**config.mk**
```make
export PLATFORM = sky130hd
export DESIGN_NAME = ddr2_post_cas_tracker
export DESIGN_NICKNAME = d
export VERILOG_FILES = /design/src/rtl/ddr2_post_pkg.sv /design/src/rtl/cas_cmd_gate.sv /design/src/rtl/cas_post_line.sv /design/src/rtl/cas_burst_win.sv /design/src/rtl/ddr2_post_cas_tracker.sv
export SDC_FILE = /design/constraint.sdc
export NUM_CORES = 1
export LEC_CHECK = 0
export BUFFER_PORTS_ARGS = -buffer_cell sky130_fd_sc_hd__buf_4
export CORE_MARGIN = 2
export CORE_UTILIZATION = 40
export DETAILED_ROUTE_END_ITERATION = 6
export PLACE_DENSITY = 0.64
export REMOVE_ABC_BUFFERS = 1
export SLEW_MARGIN = 10
export SYNTH_ARGS = -nofsm -noshare
export SYNTH_HDL_FRONTEND = slang
export SYNTH_SLANG_ARGS = --single-unit
```
**constraint.sdc**
```tcl
create_clock -name clk -period 8.9 [get_ports clk]
set_input_delay 1.78 -clock clk [delete_from_list [all_inputs] [get_ports clk]]
set_output_delay 1.78 -clock clk [all_outputs]
set_load 0.05 [all_outputs]
```
**src/rtl/ddr2_post_pkg.sv**
```systemverilog
package ddr2_post_pkg;

  typedef enum logic [1:0] {
    BUS_IDLE,
    BUS_OPEN_ROW,
    BUS_COL_RD,
    BUS_COL_WR
  } bus_op_e;

  function automatic bus_op_e classify_pins(input logic sel_n, input logic row_n,
                                            input logic col_n, input logic we_n);
    bus_op_e op;
    op = BUS_IDLE;
    if (!sel_n) begin
      if (!row_n && col_n) op = BUS_OPEN_ROW;
      else if (row_n && !col_n) op = we_n ? BUS_COL_RD : BUS_COL_WR;
    end
    return op;
  endfunction

endpackage

```
**src/rtl/cas_cmd_gate.sv**
```systemverilog
module cas_cmd_gate
  import ddr2_post_pkg::*;
#(
  parameter int COL_W   = 10,
  parameter int MIN_GAP = 2
) (
  input  logic             clk,
  input  logic             rst,
  input  logic             sel_n,
  input  logic             row_stb_n,
  input  logic             col_stb_n,
  input  logic             wr_en_n,
  input  logic [COL_W-1:0] col_addr,
  output logic             acc_valid,
  output logic             acc_wr,
  output logic [COL_W-1:0] acc_col,
  output logic             spacing_err
);
  localparam int GAP_W = (MIN_GAP > 2) ? $clog2(MIN_GAP) : 1;
  localparam logic [GAP_W-1:0] GAP_SAT = GAP_W'(MIN_GAP - 1);

  bus_op_e          op;
  logic             is_col;
  logic             far_enough;
  logic [GAP_W-1:0] since_q;

  always_comb begin
    op         = classify_pins(sel_n, row_stb_n, col_stb_n, wr_en_n);
    is_col     = (op == BUS_COL_RD) || (op == BUS_COL_WR);
    far_enough = (since_q == GAP_SAT);
    acc_valid  = is_col && far_enough;
    acc_wr     = (op == BUS_COL_WR);
    acc_col    = col_addr;
  end

  always_ff @(posedge clk) begin
    if (rst) begin
      since_q     <= GAP_SAT;
      spacing_err <= 1'b0;
    end else begin
      spacing_err <= is_col && !far_enough;
      if (acc_valid) since_q <= '0;
      else if (since_q != GAP_SAT) since_q <= since_q + 1'b1;
    end
  end

endmodule

```
**src/rtl/cas_post_line.sv**
```systemverilog
module cas_post_line #(
  parameter int COL_W = 10,
  parameter int DEPTH = 10,
  parameter int TAP_W = $clog2(DEPTH)
) (
  input  logic             clk,
  input  logic             rst,
  input  logic             in_valid,
  input  logic             in_wr,
  input  logic [COL_W-1:0] in_col,
  input  logic [TAP_W-1:0] tap [2],
  output logic             hit [2],
  output logic [COL_W-1:0] hit_col [2],
  output logic             busy
);
  logic [DEPTH-1:0] stg_v;
  logic [DEPTH-1:0] stg_w;
  logic [COL_W-1:0] stg_c [DEPTH];

  always_ff @(posedge clk) begin
    if (rst) begin
      stg_v <= '0;
      stg_w <= '0;
    end else begin
      stg_v <= {stg_v[DEPTH-2:0], in_valid};
      stg_w <= {stg_w[DEPTH-2:0], in_wr};
    end
  end

  always_ff @(posedge clk) stg_c[0] <= in_col;

  for (genvar i = 1; i < DEPTH; i++) begin : g_stage
    always_ff @(posedge clk) stg_c[i] <= stg_c[i-1];
  end

  // lane 0 picks reads, lane 1 picks writes
  for (genvar l = 0; l < 2; l++) begin : g_lane
    always_comb begin
      hit[l]     = stg_v[tap[l]] && (stg_w[tap[l]] == (l == 1));
      hit_col[l] = stg_c[tap[l]];
    end
  end

  assign busy = |stg_v;

endmodule

```
**src/rtl/cas_burst_win.sv**
```systemverilog
module cas_burst_win #(
  parameter int COL_W = 10
) (
  input  logic             clk,
  input  logic             rst,
  input  logic             start,
  input  logic [COL_W-1:0] start_col,
  output logic             valid,
  output logic [COL_W-1:0] col_a,
  output logic [COL_W-1:0] col_b
);
  localparam int GRP_W = COL_W - 2;

  logic             active_q;
  logic             second_q;
  logic [GRP_W-1:0] group_q;
  logic [1:0]       offs_q;
  logic [1:0]       lane_a;

  always_ff @(posedge clk) begin
    if (rst) begin
      active_q <= 1'b0;
      second_q <= 1'b0;
    end else if (start) begin
      active_q <= 1'b1;
      second_q <= 1'b0;
    end else if (active_q && !second_q) begin
      second_q <= 1'b1;
    end else begin
      active_q <= 1'b0;
      second_q <= 1'b0;
    end
  end

  always_ff @(posedge clk) begin
    if (start) begin
      group_q <= start_col[COL_W-1:2];
      offs_q  <= start_col[1:0];
    end
  end

  always_comb begin
    lane_a = offs_q + (second_q ? 2'd2 : 2'd0);
    valid  = active_q;
    col_a  = {group_q, lane_a};
    col_b  = {group_q, lane_a + 2'd1};
  end

endmodule

```
**src/rtl/ddr2_post_cas_tracker.sv**
```systemverilog
module ddr2_post_cas_tracker #(
  parameter int COL_W   = 10,
  parameter int CFG_W   = 3,
  parameter int DEPTH   = 10,
  parameter int MIN_GAP = 2,
  parameter int AL_MAX  = 4,
  parameter int CL_MIN  = 3,
  parameter int CL_MAX  = 5
) (
  input  logic             clk,
  input  logic             rst,
  input  logic             sel_n,
  input  logic             row_stb_n,
  input  logic             col_stb_n,
  input  logic             wr_en_n,
  input  logic [COL_W-1:0] col_addr,
  input  logic [CFG_W-1:0] cfg_al,
  input  logic [CFG_W-1:0] cfg_cl,
  output logic             rd_valid,
  output logic [COL_W-1:0] rd_col_a,
  output logic [COL_W-1:0] rd_col_b,
  output logic             wr_valid,
  output logic [COL_W-1:0] wr_col_a,
  output logic [COL_W-1:0] wr_col_b,
  output logic             spacing_err
);
  localparam int RL_MAX = AL_MAX + CL_MAX;
  localparam int LAT_W  = $clog2(RL_MAX + 1);
  localparam int TAP_W  = $clog2(DEPTH);

  logic             acc_valid;
  logic             acc_wr;
  logic [COL_W-1:0] acc_col;

  cas_cmd_gate #(.COL_W(COL_W), .MIN_GAP(MIN_GAP)) u_gate (
    .clk        (clk),
    .rst        (rst),
    .sel_n      (sel_n),
    .row_stb_n  (row_stb_n),
    .col_stb_n  (col_stb_n),
    .wr_en_n    (wr_en_n),
    .col_addr   (col_addr),
    .acc_valid  (acc_valid),
    .acc_wr     (acc_wr),
    .acc_col    (acc_col),
    .spacing_err(spacing_err)
  );

  // latency latch, refreshed only while nothing is in flight
  logic [LAT_W-1:0] al_eff, cl_eff, rl_q;
  logic             line_busy;
  logic             idle;

  always_comb begin
    al_eff = (cfg_al > CFG_W'(AL_MAX)) ? LAT_W'(AL_MAX) : LAT_W'(cfg_al);
    if (cfg_cl < CFG_W'(CL_MIN))      cl_eff = LAT_W'(CL_MIN);
    else if (cfg_cl > CFG_W'(CL_MAX)) cl_eff = LAT_W'(CL_MAX);
    else                              cl_eff = LAT_W'(cfg_cl);
    idle = !line_busy && !rd_valid && !wr_valid;
  end

  always_ff @(posedge clk) begin
    if (rst)       rl_q <= LAT_W'(CL_MIN);
    else if (idle) rl_q <= al_eff + cl_eff;
  end

  logic [TAP_W-1:0] tap [2];
  logic             hit [2];
  logic [COL_W-1:0] hit_col [2];

  always_comb begin
    tap[0] = TAP_W'(rl_q - LAT_W'(1));
    tap[1] = TAP_W'(rl_q - LAT_W'(2));
  end

  cas_post_line #(.COL_W(COL_W), .DEPTH(DEPTH), .TAP_W(TAP_W)) u_line (
    .clk     (clk),
    .rst     (rst),
    .in_valid(acc_valid),
    .in_wr   (acc_wr),
    .in_col  (acc_col),
    .tap     (tap),
    .hit     (hit),
    .hit_col (hit_col),
    .busy    (line_busy)
  );

  logic             win_v [2];
  logic [COL_W-1:0] win_a [2];
  logic [COL_W-1:0] win_b [2];

  for (genvar l = 0; l < 2; l++) begin : g_win
    cas_burst_win #(.COL_W(COL_W)) u_win (
      .clk      (clk),
      .rst      (rst),
      .start    (hit[l]),
      .start_col(hit_col[l]),
      .valid    (win_v[l]),
      .col_a    (win_a[l]),
      .col_b    (win_b[l])
    );
  end

  assign rd_valid = win_v[0];
  assign rd_col_a = win_a[0];
  assign rd_col_b = win_b[0];
  assign wr_valid = win_v[1];
  assign wr_col_a = win_a[1];
  assign wr_col_b = win_b[1];

endmodule

```
==> Yosys cells after proc, flatten, opt, wreduce, memory -nomap -nowiden <==
Memories as Yosys holds them, arrays and structs flattened. A register that Yosys moved wholly into a read port is not among the register bits.
Cells that the tools add are included.
{ "word_totals": {"reg_bits": 30, "ramBits": 100, "input_bits": 22, "output_inout_bits": 43, "word_cells": 75, "n_memories": 1} }
{ "classes": {"addsub": 8, "order_cmp": 5, "eq_ne": 4, "n_mux": 25, "bitwise": 1, "n_reduce_logical": 22} }
{ "mem_list": {"columns": ["name", "depth", "width", "rd", "rd_clocked_by_memory_dff", "wr", "line_no", "source"], "rows": [
  ["u_line.stg_c", 10, 10, 11, 2, 10, "cas_post_line.sv:18", "logic [COL_W-1:0] stg_c [DEPTH];"]
]} }
{ "op_table": {"columns": ["operator", "count"], "rows": [
  ["$bmux 1 s4", 4],
  ["$mux 1", 13],
  ["$logic_and 1x1->1", 10],
  ["$lt 4x5->1 const B", 2],
  ["$mux 2", 5],
  ["$reduce_or 10->1", 1],
  ["$mux 3", 3],
  ["$logic_not 1->1", 8],
  ["$gt 3x3->1 const B", 2],
  ["$add 2x1->2 const B", 2],
  ["$add 2x2->2", 2],
  ["$add 3x4->4", 1],
  ["$eq 2x2->1 const B", 2],
  ["$ne 2x1->1 const B", 2],
  ["$reduce_or 2->1", 2],
  ["$sub 4x1->4 const B", 1],
  ["$sub 4x2->4 const B", 1],
  ["$lt 3x2->1 const B", 1],
  ["$add 1x1->1 const B", 1],
  ["$logic_or 1x1->1", 1],
  ["$not 1->1", 1]
]} }

==> Logic depth before layout (Yosys ltp) <==
{ "logic_depth": {"depth_word": 9, "ltp_mapped": 9, "ltp_nobuf": 8} }

==> Hierarchy <==
A second synthesis with hierarchy kept.
{ "hier_totals": {"hier_cells": 445, "hier_area_um2": 5818.1} }
{ "modules_own_cells": {"columns": ["mod", "n_inst", "cells_per_inst", "area_per_inst_um2", "seq_area_each_um2"], "rows": [
  ["cas_post_line", 1, 329, 4384.2, 2402.3],
  ["cas_burst_win", 2, 28, 456.7, 340.3],
  ["ddr2_post_cas_tracker", 1, 42, 361.6, 80.1],
  ["cas_cmd_gate", 1, 18, 158.9, 40.0]
]} }

==> Worst setup path before layout <==
Ideal clock, no wire load.
{ "synth_timing": {"kind": "register to output", "from": "register g_win[0].u_win.offs_q[1], read port of u_line.stg_c", "to": "output rd_col_b[1]", "t_arrival_ns": 1.766, "required_time_ns": 7.120, "slack_ns": 5.354, "path_stages_with_launch": 3, "n_path_buf": 0, "path_cell_list": "edfxtp_1 -> xor2_1 -> xnor2_1"} }
{ "synth_between": {"elab_chain_len": 2} }
{ "synth_rtl": {"columns": ["element", "line_no", "source"], "rows": [
  ["start: declaration", "cas_burst_win.sv:17", "logic [1:0] offs_q;"],
  ["$add 2x2->2", "cas_burst_win.sv:43", "lane_a = offs_q + (second_q ? 2'd2 : 2'd0);"],
  ["net rd_col_a[1]", "ddr2_post_cas_tracker.sv:20", "output logic [COL_W-1:0] rd_col_a,"],
  ["$add 2x1->2", "cas_burst_win.sv:46", "col_b = {group_q, lane_a + 2'd1};"],
  ["end: declaration", "ddr2_post_cas_tracker.sv:21", "output logic [COL_W-1:0] rd_col_b,"]
]} }
The timed path passes the listed nets, and every way through them passes these cells.

==> Final worst setup path <==
{ "layout_timing": {"from": "register rl_q[1]", "to": "register g_win[0].u_win.group_q[1], read port of u_line.stg_c (enable)"} }
{ "layout_between": {"elab_chain_len": 5, "word_cells_on_any_way": 7, "classes_between": "add/sub (1); mux (4); bitwise (1); reduce/logical (1)"} }
{ "layout_rtl": {"columns": ["element", "line_no", "source"], "rows": [
  ["start: declaration", "ddr2_post_cas_tracker.sv:50", "logic [LAT_W-1:0] al_eff, cl_eff, rl_q;"],
  ["start signal: assignment", "ddr2_post_cas_tracker.sv:63", "if (rst) rl_q <= LAT_W'(CL_MIN);"],
  ["start signal: assignment", "ddr2_post_cas_tracker.sv:64", "else if (idle) rl_q <= al_eff + cl_eff;"],
  ["$sub 4x1->4 *", "ddr2_post_cas_tracker.sv:72", "tap[0] = TAP_W'(rl_q - LAT_W'(1));"],
  ["$bmux 1 s4", "cas_post_line.sv:39", "hit[l] = stg_v[tap[l]] && (stg_w[tap[l]] == (l == 1));"],
  ["$mux 1 (not written as such)", "cas_post_line.sv:39", null],
  ["$not 1->1", "cas_post_line.sv:39", null],
  ["$logic_and 1x1->1 *", "cas_post_line.sv:39", null],
  ["net g_win[0].u_win.start", "cas_burst_win.sv:6", "input logic start,"],
  ["end: declaration", "cas_burst_win.sv:16", "logic [GRP_W-1:0] group_q;"]
]} }
The timed path passes the listed nets; every way through them passes the cells marked *. The select of a mux whose other input is x is not followed.
A chain may end at the register's enable or synchronous reset.

==> key figures <==
STA
  – Rel. slew slack: 23.0%
  – Max Slew Vio Count: 0
  – Slew @ Worst Pin: 1.15 ns
  – Final min period: 3.69 ns
  – Unrepaired setup endpoints after global routing: false
  – Final hold violation count: 0
  – Fmax: 271 MHz
  – Tcrit/Tclk final: 41.4%
  – Setup TNS: 0 ns
  – Clock Skews: 0.00391 ns
  – Finish-stage setup viols: 0

Global routing
  – Vias in the first global route: 3365
  – First-pass GRT wire length: 17.4 mm
  – Grt peak-use layer: met2
  – GRT overflow: 0
  – Met1 usage: 18.9%
  – Largest net degree at the start of global routing: 50
  – Total track usage: 15.6%
  – Met3 usage: 6.18%
  – Met2 Usage GRT: 25.1%
  – Initial antenna violation count: 0

Finish
  – Final instance area: 6820 um2
  – Most frequent cells in the layout: dfxtp_1, buf_4, mux4_2
  – Area growth syn-to-layout: 18.3%
  – Commonest non-fill, non-tap cell in the layout: dfxtp_1
  – Layout cells sized above 1: 30.4%
  – FILL cells: 1235
  – Diodes inserted: 0
  – Fin nets: 498

Yosys
  – Mapped cell area: 5760 um2
  – Flip-flop and latch count after synthesis: 150
  – Synth cell types: 43
  – Cells after Synth: 429
  – Ys async rst share: 0%
  – Area leader, netlist: dfxtp_1
  – Synth warn: 0
  – Post-Syn Area per Cell: 13.4 um2
  – Synth top area share: 45.1%
  – Register area share after synthesis: 55.6%
  – Synth Flop Type: dfxtp_1
  – Area contributors post-synth: dfxtp_1, mux4_2, edfxtp_1
  – Post-synth EDFFs: 20

Floorplan
  – Die Wd: 124 um
  – Core ar.: 14000 um2
  – Die H: 124 um
  – I/O Pins: 65
  – Initial Utilization: 41.2%
  – Die ar.: 15400 um2
  – Row Count: 43

Hold path
  – Class of the worst hold path: register to register
  – Hold path start: u_line.stg_c[8][9]

Clock tree
  – Clk sinks: 150
  – Post-CTS sizing: 0
  – CTS tree: done
  – Hold Buf Count CTS: 0
  – Number of setup buffers added after CTS: 0
  – Num CTS Buffers: 17
  – CTS Buffer Depth: 2
  – CTS clk-pin slew, worst paths: 0.06 ns
  – H-tree levels: 4
  – Clk root buf: clkbuf_16
  – Skew-Pair Late Insertion Delay: 0.42 ns

Power
  – Leak Pwr: 2.68 nW
  – Power Dens Cells: 407 nW/um2
  – Peak supply drop: 0.161 mV

Worst setup path
  – Worst stage delay on the critical path: 0.89 ns
  – Critical path's top delay family: compound AO/OA/AOI/OAI gates
  – WP data required: 8.94 ns
  – Worst r2r src: rl_q[1]
  – Worst setup startpoint: rl_q[1]
  – Crit-path max FO: 31
  – Max stage delay cell, worst path: a22oi_1
  – WP buf/inv: 2
  – Setup crit end kind: register
  – CP Launch Type: register
  – Critical path class: register to register
  – CP Cell Sequence: buf_4 > inv_1 > ha_1 > a21boi_2 > xnor2_2 > o31ai_1 > a22oi_1
  – Crit path DAT: 3.73 ns

Placement
  – Post-DP HPWL: 7.26 mm
  – Placer congestion estimate: 0.757
  – Area after DPL: 6230 um2
  – Number of port buffers: 64

Drt
  – Vias per inst: 5.12
  – Final WL: 11.1 mm
  – Pre-antenna DRT Iters: 4
  – DRC Markers: 0
  – Routed wire per std cell: 16.7 um
  – Initial DRC Count: 260
  – Vias: 3383
  – Number of routed nets with antenna violations: 0

Run status
  – Outcome: complete, no violations

Job
  – Max-capacitance violation count: 0
report_power, final:
part / internal (mW) / total, mW / switching, mW
sequential: 0.818 / 0.901 / 0.0824
combinational: 0.438 / 1.17 / 0.735
clock: 0.442 / 0.704 / 0.262
Yosys cell counts (2+ instances only):
cell type and number:
buf_1 2, inv_1 10, ha_1 6, a211oi_1 21
buf_2 3, a21oi_1 23, nand2_1 5, buf_4 23
edfxtp_1 20, dfxtp_1 130, nand2b_1 5, nand3_1 6
o211ai_1 4, nor4_1 3, mux2i_1 22, xor2_1 3
nor2_1 8, xnor2_1 4, a211o_1 2, a31o_1 2
nor2b_1 40, a31oi_1 2, clkbuf_1 15, o31ai_1 2
nor4b_1 3, or3b_1 3, mux4_2 41, nand3b_1 4
buf_6 3
routing by layer:
metal  part of all wire [%]  wire, um
met5                      0         0
met4                    1.5       165
met3                    5.0       549
met2                     49      5470
met1                     44      4870
per-stage QoR:
step | utilization [%] | total power, mW | instances | setup WS [ns] | hold WS [ns]
after detailed placement | 44.5 | 2.10 | 630 | 5.12 | 0.354
after global routing | 48.8 | 2.92 | 661 | 4.84 | 0.365
after global placement | 44.5 | 2.08 | 630 | 5.24 | 0.346
after floorplan | - | 1.77 | 383 | 3.76 | 0.341
after CTS | 48.8 | 2.81 | 661 | 5.10 | 0.358
final | 48.8 | 2.78 | 661 | 5.21 | 0.358
worst paths after layout:
path	endpoint	slack (ns)	cells after the start
hold / removal	u_line.stg_c[9][9]	0.36	0
setup reg to reg	g_win[0].u_win.group_q[1]	5.21	7
setup / recovery	g_win[0].u_win.group_q[1]	5.21	7
hold reg to reg	u_line.stg_c[9][9]	0.36	0
final cells by class:
class / instances / area, um2 / area share (%)
sequential: 150 / 3210 / 47.0
multi-input combinational: 222 / 2250 / 33.0
clock buffer: 24 / 533 / 7.81
timing repair buffer: 67 / 503 / 7.37
tap: 180 / 225 / 3.30
clock inverter: 7 / 62.6 / 0.917
inverter: 11 / 41.3 / 0.605
sequential cells by signal (all words and copies together), names as in the netlist:
register and flops:
u_line.stg_w 10, g_win.u_win.valid 2, g_win.u_win.group_q 16, rl_q 4, u_line.stg_v 10, g_win.u_win.offs_q 4
g_win.u_win.second_q 2, u_line.stg_c 100, u_gate.spacing_err 1, u_gate.far_enough 1
cells by family after synthesis:
group                      synth area share [%]
muxes                                      19.8
adders and majority gates                  1.65
xor gates and xnor gates                   1.35
AOI/OAI and AO/OA                          7.18
buffers and inverters                      5.67
DFF                                        55.6
and+or+nand+nor                            8.75
No activity file was read; power rests on OpenSTA's default activity.
